### config.mk
export PLATFORM = sky130hd
export DESIGN_NAME = lftick_timer
export DESIGN_NICKNAME = d
export VERILOG_FILES = /design/src/rtl/lftick_pkg.sv /design/src/rtl/lftick_prescale.sv /design/src/rtl/lftick_regs.sv /design/src/rtl/lftick_count.sv /design/src/rtl/lftick_timer.sv
export SDC_FILE = /design/constraint.sdc
export NUM_CORES = 1
export LEC_CHECK = 0
export ABC_AREA = 0
export BUFFER_PORTS_ARGS = -buffer_cell sky130_fd_sc_hd__buf_2
export CORE_AREA = 3 3 65 67
export DETAILED_ROUTE_END_ITERATION = 12
export DIE_AREA = 0 0 68 70
export GPL_TIMING_DRIVEN = 0
export PLACE_DENSITY = 0.89
export SYNTH_ARGS = -nofsm -noshare
export SYNTH_HDL_FRONTEND = slang
export SYNTH_SLANG_ARGS = --single-unit
### constraint.sdc
create_clock -name clk -period 2.95 [get_ports clk]
set_clock_uncertainty 0.15 [all_clocks]
set_input_delay 0.4425 -clock clk [delete_from_list [all_inputs] [get_ports clk]]
set_output_delay 0.4425 -clock clk [all_outputs]
set_load 0.02 [all_outputs]
### src/rtl/lftick_pkg.sv
package lftick_pkg;
  localparam int CNT_W   = 16;
  localparam int EXP_MAX = 5;
  localparam int EXP_W   = $clog2(EXP_MAX + 1);
  localparam int ADDR_W  = 2;

  localparam logic [ADDR_W-1:0] ADDR_EXP    = 2'd0;
  localparam logic [ADDR_W-1:0] ADDR_RELOAD = 2'd1;
  localparam logic [ADDR_W-1:0] ADDR_CTRL   = 2'd2;

  localparam int CTRL_RESTART_BIT = 0;
endpackage

### src/rtl/lftick_prescale.sv
module lftick_prescale #(
  parameter int EXP_MAX = 5,
  parameter int EXP_W   = 3
) (
  input  logic             clk,
  input  logic             rst_n,
  input  logic             lf_en,
  input  logic [EXP_W-1:0] exp_i,
  output logic             t0_en
);
  localparam int PRE_W = EXP_MAX;

  logic [PRE_W-1:0] phase_q;
  logic [PRE_W-1:0] mask;

  // Bit i of the mask takes part in the match when the exponent exceeds i.
  for (genvar i = 0; i < PRE_W; i++) begin : g_mask
    assign mask[i] = (exp_i > EXP_W'(i));
  end

  always_ff @(posedge clk) begin
    if (!rst_n) begin
      phase_q <= '0;
    end else if (lf_en) begin
      phase_q <= phase_q + PRE_W'(1);
    end
  end

  assign t0_en = lf_en && ((phase_q & mask) == mask);
endmodule

### src/rtl/lftick_regs.sv
module lftick_regs
  import lftick_pkg::*;
#(
  parameter int W      = 16,
  parameter int EXP_LIM = 5,
  parameter int EW     = 3
) (
  input  logic              clk,
  input  logic              rst_n,
  input  logic              lf_en,
  input  logic              t0_en,
  input  logic              wr_en,
  input  logic [ADDR_W-1:0] wr_addr,
  input  logic [W-1:0]      wr_data,
  output logic [EW-1:0]     exp_q,
  output logic [W-1:0]      reload_q,
  output logic              rst_pend,
  output logic              ld_pend
);
  logic          wr_exp, wr_rel, wr_rst;
  logic [EW-1:0] exp_in;

  assign wr_exp = wr_en && (wr_addr == ADDR_EXP);
  assign wr_rel = wr_en && (wr_addr == ADDR_RELOAD);
  assign wr_rst = wr_en && (wr_addr == ADDR_CTRL) && wr_data[CTRL_RESTART_BIT];
  assign exp_in = (wr_data[EW-1:0] > EW'(EXP_LIM)) ? EW'(EXP_LIM) : wr_data[EW-1:0];

  always_ff @(posedge clk) begin
    if (!rst_n) begin
      exp_q    <= '0;
      reload_q <= '1;
      rst_pend <= 1'b0;
      ld_pend  <= 1'b0;
    end else begin
      if (wr_exp) exp_q <= exp_in;

      if (wr_rel) begin
        reload_q <= wr_data;
        ld_pend  <= 1'b1;
      end else if (lf_en) begin
        ld_pend  <= 1'b0;
      end

      if (wr_rst)     rst_pend <= 1'b1;
      else if (t0_en) rst_pend <= 1'b0;
    end
  end
endmodule

### src/rtl/lftick_count.sv
module lftick_count #(
  parameter int W = 16
) (
  input  logic         clk,
  input  logic         rst_n,
  input  logic         t0_en,
  input  logic         rst_pend,
  input  logic [W-1:0] reload_q,
  output logic [W-1:0] count_q,
  output logic         tick
);
  logic at_zero;
  assign at_zero = (count_q == '0);

  always_ff @(posedge clk) begin
    if (!rst_n) begin
      count_q <= '1;
    end else if (t0_en) begin
      if (rst_pend || at_zero) count_q <= reload_q;
      else                     count_q <= count_q - W'(1);
    end
  end

  assign tick = at_zero;
endmodule

### src/rtl/lftick_timer.sv
module lftick_timer
  import lftick_pkg::*;
#(
  parameter int CNT_W_P   = CNT_W,
  parameter int EXP_MAX_P = EXP_MAX
) (
  input  logic               clk,
  input  logic               rst_n,
  input  logic               lf_en,
  input  logic               wr_en,
  input  logic [ADDR_W-1:0]  wr_addr,
  input  logic [CNT_W_P-1:0] wr_data,
  output logic               tick,
  output logic [CNT_W_P-1:0] count,
  output logic               load_busy
);
  localparam int EW = $clog2(EXP_MAX_P + 1);

  logic [EW-1:0]      exp_q;
  logic [CNT_W_P-1:0] reload_q;
  logic               rst_pend, ld_pend, t0_en;

  lftick_prescale #(.EXP_MAX(EXP_MAX_P), .EXP_W(EW)) u_pre (
    .clk(clk), .rst_n(rst_n), .lf_en(lf_en), .exp_i(exp_q), .t0_en(t0_en)
  );

  lftick_regs #(.W(CNT_W_P), .EXP_LIM(EXP_MAX_P), .EW(EW)) u_regs (
    .clk(clk), .rst_n(rst_n), .lf_en(lf_en), .t0_en(t0_en),
    .wr_en(wr_en), .wr_addr(wr_addr), .wr_data(wr_data),
    .exp_q(exp_q), .reload_q(reload_q), .rst_pend(rst_pend), .ld_pend(ld_pend)
  );

  lftick_count #(.W(CNT_W_P)) u_cnt (
    .clk(clk), .rst_n(rst_n), .t0_en(t0_en), .rst_pend(rst_pend),
    .reload_q(reload_q), .count_q(count), .tick(tick)
  );

  assign load_busy = rst_pend | ld_pend;
endmodule

==> results of run 1 <==
## state kept, by name (all words and copies together) (netlist names)
name,count
u_cnt.count_q,16
u_regs.exp_q,3
u_regs.reload_q,16
u_regs.ld_pend,1
u_pre.phase_q,5
u_regs.rst_pend,1
## logic make-up after synthesis
logic type                 Yosys count  share of synthesized area [%]
and+or+nand+nor                    118                          28.90
AOI/OAI and AO/OA                   54                          18.32
DFF                                 42                          38.84
buffers and inverters               29                          6.878
muxes                                8                          3.700
xor gates and xnor gates             4                          1.619
adders and majority gates            3                          1.734
## power breakdown
part           switching, W  leakage, nW  total [W]  internal [W]
logic             0.0000737        0.787   0.000128     0.0000543
clock network      0.000191       0.0431   0.000372      0.000181
registers         0.0000169        0.343   0.000604      0.000587
total              0.000282         1.17    0.00110      0.000822
## stage by stage
step	cell area, um^2	power [W]	std cells	hold slack [ns]
2_1_floorplan	2165	0.0006995	258	0.2852
3_3_place_gp	2410	0.0007407	343	0.3061
5_1_grt	2492	0.001151	349	0.2014
4_1_cts	2492	0.001106	349	0.1944
6_report	2492	0.001104	349	0.1951
3_5_place_dp	2410	0.0007444	343	0.3120
## area by class of cell
type | count | area, um^2 | area share [%]
multi-input combinational | 187 | 1175 | 47.14
sequential | 42 | 840.8 | 33.73
timing repair buffer | 37 | 185.2 | 7.430
buffer | 13 | 88.84 | 3.564
clock buffer | 6 | 82.58 | 3.313
inverter | 16 | 60.06 | 2.410
tap | 48 | 60.06 | 2.410
## worst max path at each step
stage | cells after the start | startpoint | endpoint | slack, ns
after global placement | 9 | u_cnt.count_q[0]$_SDFFE_PN1P_ | u_cnt.count_q[6]$_SDFFE_PN1P_ | 0.77
after CTS | 6 | u_cnt.count_q[0]$_SDFFE_PN1P_ | tick | 0.55
after floorplan | 9 | u_cnt.count_q[0]$_SDFFE_PN1P_ | u_cnt.count_q[6]$_SDFFE_PN1P_ | 0.83
after global routing | 6 | u_cnt.count_q[0]$_SDFFE_PN1P_ | tick | 0.38
final | 6 | u_cnt.count_q[0]$_SDFFE_PN1P_ | tick | 0.56
after detailed placement | 9 | u_cnt.count_q[0]$_SDFFE_PN1P_ | u_cnt.count_q[6]$_SDFFE_PN1P_ | 0.74
## layout by cell type (no fill, tap or decap), types with 4 or more instances in the layout
master	netlist	routed
a21oi_1	10	10
clkbuf_8	2	8
o21ai_0	11	11
clkbuf_1	7	7
mux2i_1	8	8
nand2_1	48	48
nand2b_1	4	4
inv_1	15	15
buf_2	0	37
a32oi_1	10	10
a31o_2	4	4
dfxtp_1	42	42
nor2_1	8	8
and3_1	4	4
nand3_1	18	18
nor3_1	4	4
and2_1	5	5
nand4_1	6	6
## worst max-delay path: cells and delay by family (launching register included)
| kind | cells | cell delay [ns] |
|---|---|---|
| simple gates | 2 | 0.52 |
| buf+inv | 3 | 0.47 |
| fa+ha+maj | 1 | 0.17 |
| flops | 1 | 0.34 |
## routing by layer
metal / vias up / track usage (%) / part of all wire, %
li1: 1008 / - / -
met1: 973 / 29.92 / 43
met2: 68 / 39.61 / 50
met3: 6 / 4.180 / 5.5
met4: 0 / 9.492 / 1.3
met5: - / 0 / 0
==> impl_metrics.ini, run 1 <==
[run_status]
outcome = completed

[floorplanning]
core_mm2 = 0.003689
dieArea_mm2 = 0.004760
die_h_um = 70
die_w_um = 68
placementRows = 22
start_util_pct = 58.68
io_pins = 40

[worst_setup_path]
critPathCaptureType = output port
cp.arrival_ns = 1.80
r2r_end = u_cnt.count_q[10]$_SDFFE_PN1P_
reg2regPathDepth = 7
r2r_slack_ns = 0.69
cp_max_fo = 9
r2r-start = u_cnt.count_q[0]$_SDFFE_PN1P_
cp_slowest_cell = dfxtp_1
timing.critical_path.cells = inv_1 > ha_1 > nor3b_1 > nand4_2 > inv_2 > buf_2
slowest_delay_ns = 0.34
cp-start-kind = register
crit_type = reg2out
crit_required_ns = 2.36

[logic_synthesis]
yosysWarnings = 0
syn_nets = 283
synth.most_common_cell = nand2_1
synth_commonest_cells = nand2_1 (48), dfxtp_1 (42), nand3_1 (18)
syn-cell-area_mm2 = 0.002165
ys_seq_area_share_pct = 38.84
synth_area_leaders = dfxtp_1 (39%), nand2_1 (8.3%), nand3_1 (4.2%), a32oi_1 (4.0%), mux2i_1 (3.7%)
synth_cell_types = 49
yosysTopAreaCell = dfxtp_1
syn_area_per_cell_um2 = 8.390
synth-edff-count = 0
synth_flop_cell = dfxtp_1
synth-seq-cells = 42
ys_async_sr_fraction_pct = 0
syn_inst = 258
netlist.area_leader.share_pct = 38.84

[clock_tree]
cts.sinks = 42
tritoncts = built
cts_hold_buffers = 0
clk_transition_reported_paths_ns = 0.08
cts_setup_buffers = 0
clock_path_buffers = 2
root_buffer = clkbuf_8
cts_buffers = 5
htreeDepth = 2
clock_latency_ns = 0.30
cts_repair_resize_count = 0

[sta]
fin_crit_ns = 2.393
setup_slack_ns = 0.5566
max_slew_margin_pct = 60.53
finalCritPeriodShare_pct = 81.13
rsz0062_at_grt = false
max_freq_mhz = 417.8
drv_slew = 0
timing.final.hold_violations = 0
tightest_slew_ns = 0.5907
setup_viol_count_final = 0
fin_tns_setup_ns = 0

[final_layout]
n_fill_cell = 312
n_antenna_cell = 0
layout-drive-gt1-share_pct = 21.59
nets = 327
synthToLayoutAreaGrowth_pct = 15.14
final_core_util_pct = 67.57

[power]
vdd_drop_max_mv = 0.3032
p_leak_nw = 1.173
powerDensity_mw_per_mm2 = 442.9

[drt]
final_antenna_net_count = 0
drtPass1Iterations = 4
avgRoutedWirePerCell_um = 15.25
viasPerCell = 5.888
drt-initial-drc-count = 229
wl_um = 5323
post-route-drc-count = 0
vias = 2055

[worst_hold_path]
hold_depth = 3
hold_class = in2reg
min_to = u_regs.reload_q[12]$_SDFFE_PN1P_
hold_start = wr_data[12]

[global_routing]
track_usage_pct = 23.91
grt_pass1_wl_um = 8763
grt_max_degree = 12
grt_pass1_vias = 1859
antenna_found_initial = 0
grt_overflow = 0

[placed_design]
port_buffers = 37
gp_congestion = 0.8514
dp_hpwl_um = 3824
place_ws_ns = 0.7363

[job]
maxCapViolations = 0
Power figures use the tool's default switching activity.
==> inputs of run 2 (changes only) <==
--- a/config.mk
+++ b/config.mk
@@ -7,11 +7,11 @@
 export LEC_CHECK = 0
 export ABC_AREA = 0
 export BUFFER_PORTS_ARGS = -buffer_cell sky130_fd_sc_hd__buf_2
-export CORE_AREA = 3 3 65 67
+export CORE_AREA = 3 3 70 72
 export DETAILED_ROUTE_END_ITERATION = 12
-export DIE_AREA = 0 0 68 70
+export DIE_AREA = 0 0 73 75
 export GPL_TIMING_DRIVEN = 0
-export PLACE_DENSITY = 0.89
+export PLACE_DENSITY = 0.81
 export SYNTH_ARGS = -nofsm -noshare
 export SYNTH_HDL_FRONTEND = slang
 export SYNTH_SLANG_ARGS = --single-unit
==> constraint.sdc (replaced) <==
create_clock -name clk -period 2.2 [get_ports clk]
set_clock_uncertainty 0.15 [all_clocks]
set_input_delay 0.33 -clock clk [delete_from_list [all_inputs] [get_ports clk]]
set_output_delay 0.33 -clock clk [all_outputs]
set_load 0.02 [all_outputs]
==> run 2 against run 1 <==
- combinational power grew 37%
- cell area increased by 2.9%
- non-clock buffer count rose by 5
- sequential power rose by 34%
- worst hold slack lost 0.11 ns
- total power rose by 37%
- register-to-register slack worse by 0.61 ns
- core utilization decreased by 8.7 points
- flip-flop and latch count is the same
- die area up 15%
- global-route usage is 3.1 points lower
- highest routed layer unchanged
==> impl_metrics.ini, run 2 (synthesis results as in run 1) <==
[run_status]
outcome = completed

[placed_design]
port_buffers = 37
dp_hpwl_um = 3974
place_ws_ns = -0.05137
gp_congestion = 0.8457
place_inst = 347

[final_layout]
final_cell_mix = nand2_1 (47), dfxtp_1 (42), buf_2 (37)
synthToLayoutAreaGrowth_pct = 18.50
layout-drive-gt1-share_pct = 24.68
instances_no_fill = 360
final_core_util_pct = 58.91
nets = 332
final_common_cell = nand2_1
reg.largest.list = u_cnt.count_q (16), u_regs.reload_q (16), u_pre.phase_q (5)
n_antenna_cell = 0

[power]
p_sw_share_pct = 26.57
power_w = 0.001517
p_int_w = 0.001114
p_leak_nw = 1.199
power_switching_w = 0.0004031
seqPwrFrac_pct = 53.5
comb_power_share_pct = 11.6
powerDensity_mw_per_mm2 = 591.5
pwr-share-clk_pct = 34.9
vdd_drop_max_mv = 0.3580

[global_routing]
grt_max_degree = 14
track_usage_pct = 20.83
grt_pass1_wl_um = 8845
antenna_found_initial = 0
grt_pass1_vias = 1846
grt_overflow = 0

[worst_setup_path]
critPathCaptureType = register
cp_slowest_cell = or4_4
cp-start-kind = register
timing.critical_path.cells = or4_4 > nor4_4 > buf_4 > nand2_1 > a21o_1 > a32oi_1
crit_type = reg2reg
r2r_slack_ns = 0.08
cp_max_fo = 9
slowest_delay_ns = 0.61
cp.arrival_ns = 2.19
crit_required_ns = 2.27

[drt]
drt-initial-drc-count = 179
post-route-drc-count = 0
routed.top_layer = met4
wl_um = 5510
m1WireLength_um = 2460
drtPass1Iterations = 4
met2_length_um = 2610
viasPerCell = 5.747
wl_met3_um = 367
vias = 2069
final_antenna_net_count = 0
avgRoutedWirePerCell_um = 15.31

[sta]
setup_slack_ns = 0.08429
max_freq_mhz = 472.7
finalCritPeriodShare_pct = 96.17
timing.final.hold_violations = 0
tightest_slew_ns = 0.6020
max_slew_margin_pct = 59.78
setup_viol_count_final = 0
fin_crit_ns = 2.116
rsz0062_at_grt = false
drv_slew = 0

[floorplanning]
core_mm2 = 0.004354
dieArea_mm2 = 0.005475
die_w_um = 73
start_util_pct = 49.71
die_h_um = 75
placementRows = 24
io_pins = 40

[clock_tree]
root_buffer = clkbuf_8
htreeDepth = 2
clock_latency_ns = 0.30
tritoncts = built
cts_buffers = 5
clock_path_buffers = 2
clk_transition_reported_paths_ns = 0.08
cts.sinks = 42

[job]
maxCapViolations = 0

[worst_hold_path]
hold_class = in2reg
-- run 2: cell types whose count changed in the layout (fill, tap and decap cells not counted), sizes merged --
| cell | delta |
|---|---|
| buf | +5 |
| clkinvlp | +1 |
| clkinv | +1 |
-- run 2: worst paths after layout --
path / start / to / cells past startpoint
worst min-delay path: wr_data[7] / u_regs.reload_q[7]$_SDFFE_PN1P_ / 3
worst min register to register: u_regs.reload_q[1]$_SDFFE_PN1P_ / u_regs.reload_q[1]$_SDFFE_PN1P_ / 2
worst max register to register: u_cnt.count_q[2]$_SDFFE_PN1P_ / u_cnt.count_q[13]$_SDFFE_PN1P_ / 6
worst max-delay path: u_cnt.count_q[2]$_SDFFE_PN1P_ / u_cnt.count_q[13]$_SDFFE_PN1P_ / 6
-- run 2: per-stage QoR --
step / setup TNS (ns) / hold slack [ns] / cell area [um^2]
CTS: 0 / 0.08612 / 2517
finish: 0 / 0.08637 / 2565
floorplan: 0 / 0.2852 / 2165
global route: 0 / 0.08388 / 2565
global placement: -0.008447 / 0.3031 / 2415
detailed placement: -0.1106 / 0.3082 / 2415
-- run 2: per-layer routing --
| layer | vias up | global-route usage, % |
|---|---|---|
| met5 | - | 0 |
| met4 | 0 | 6.148 |
| met3 | 8 | 4.406 |
| met2 | 65 | 34.16 |
| met1 | 974 | 27.66 |
| li1 | 1022 | - |
-- run 2: what timing repair did --
item / 4_1_cts / 5_1_grt
gates cloned: 0 / 0
setup endpoints to repair: 9 / 13
hold buffers: 0 / 0
resized for setup: 0 / 4
setup buffers: 1 / 4
pin swaps: 0 / 2
-- run 2: critical path, delay by kind of cell, from the launching register on --
family	cells	cell delay, ns
AND/OR/NAND/NOR	3	0.96
flip-flops	1	0.41
AO/OA/AOI/OAI	2	0.35
buffers and inverters	1	0.18
-- run 2: final cells by class --
type	count	area [um^2]
clock inverters	2	12.51
clock buffers	6	82.58
repair buffers	42	222.7
flip-flops and latches	42	840.8
inverters	16	60.06
plain buffers	13	88.84
well taps	52	65.06
multi-input cells	187	1192
fillers	418	1789
-- run 2: power by group through the flow --
stage / combinational, W / sequential (W) / clock (W)
2_1_floorplan: 0.000111 / 0.000827 / 0
3_3_place_gp: 0.000167 / 0.000828 / 0
3_5_place_dp: 0.000172 / 0.000829 / 0
4_1_cts: 0.000174 / 0.000811 / 0.000534
5_1_grt: 0.000196 / 0.000815 / 0.000565
6_report: 0.000175 / 0.000812 / 0.000530
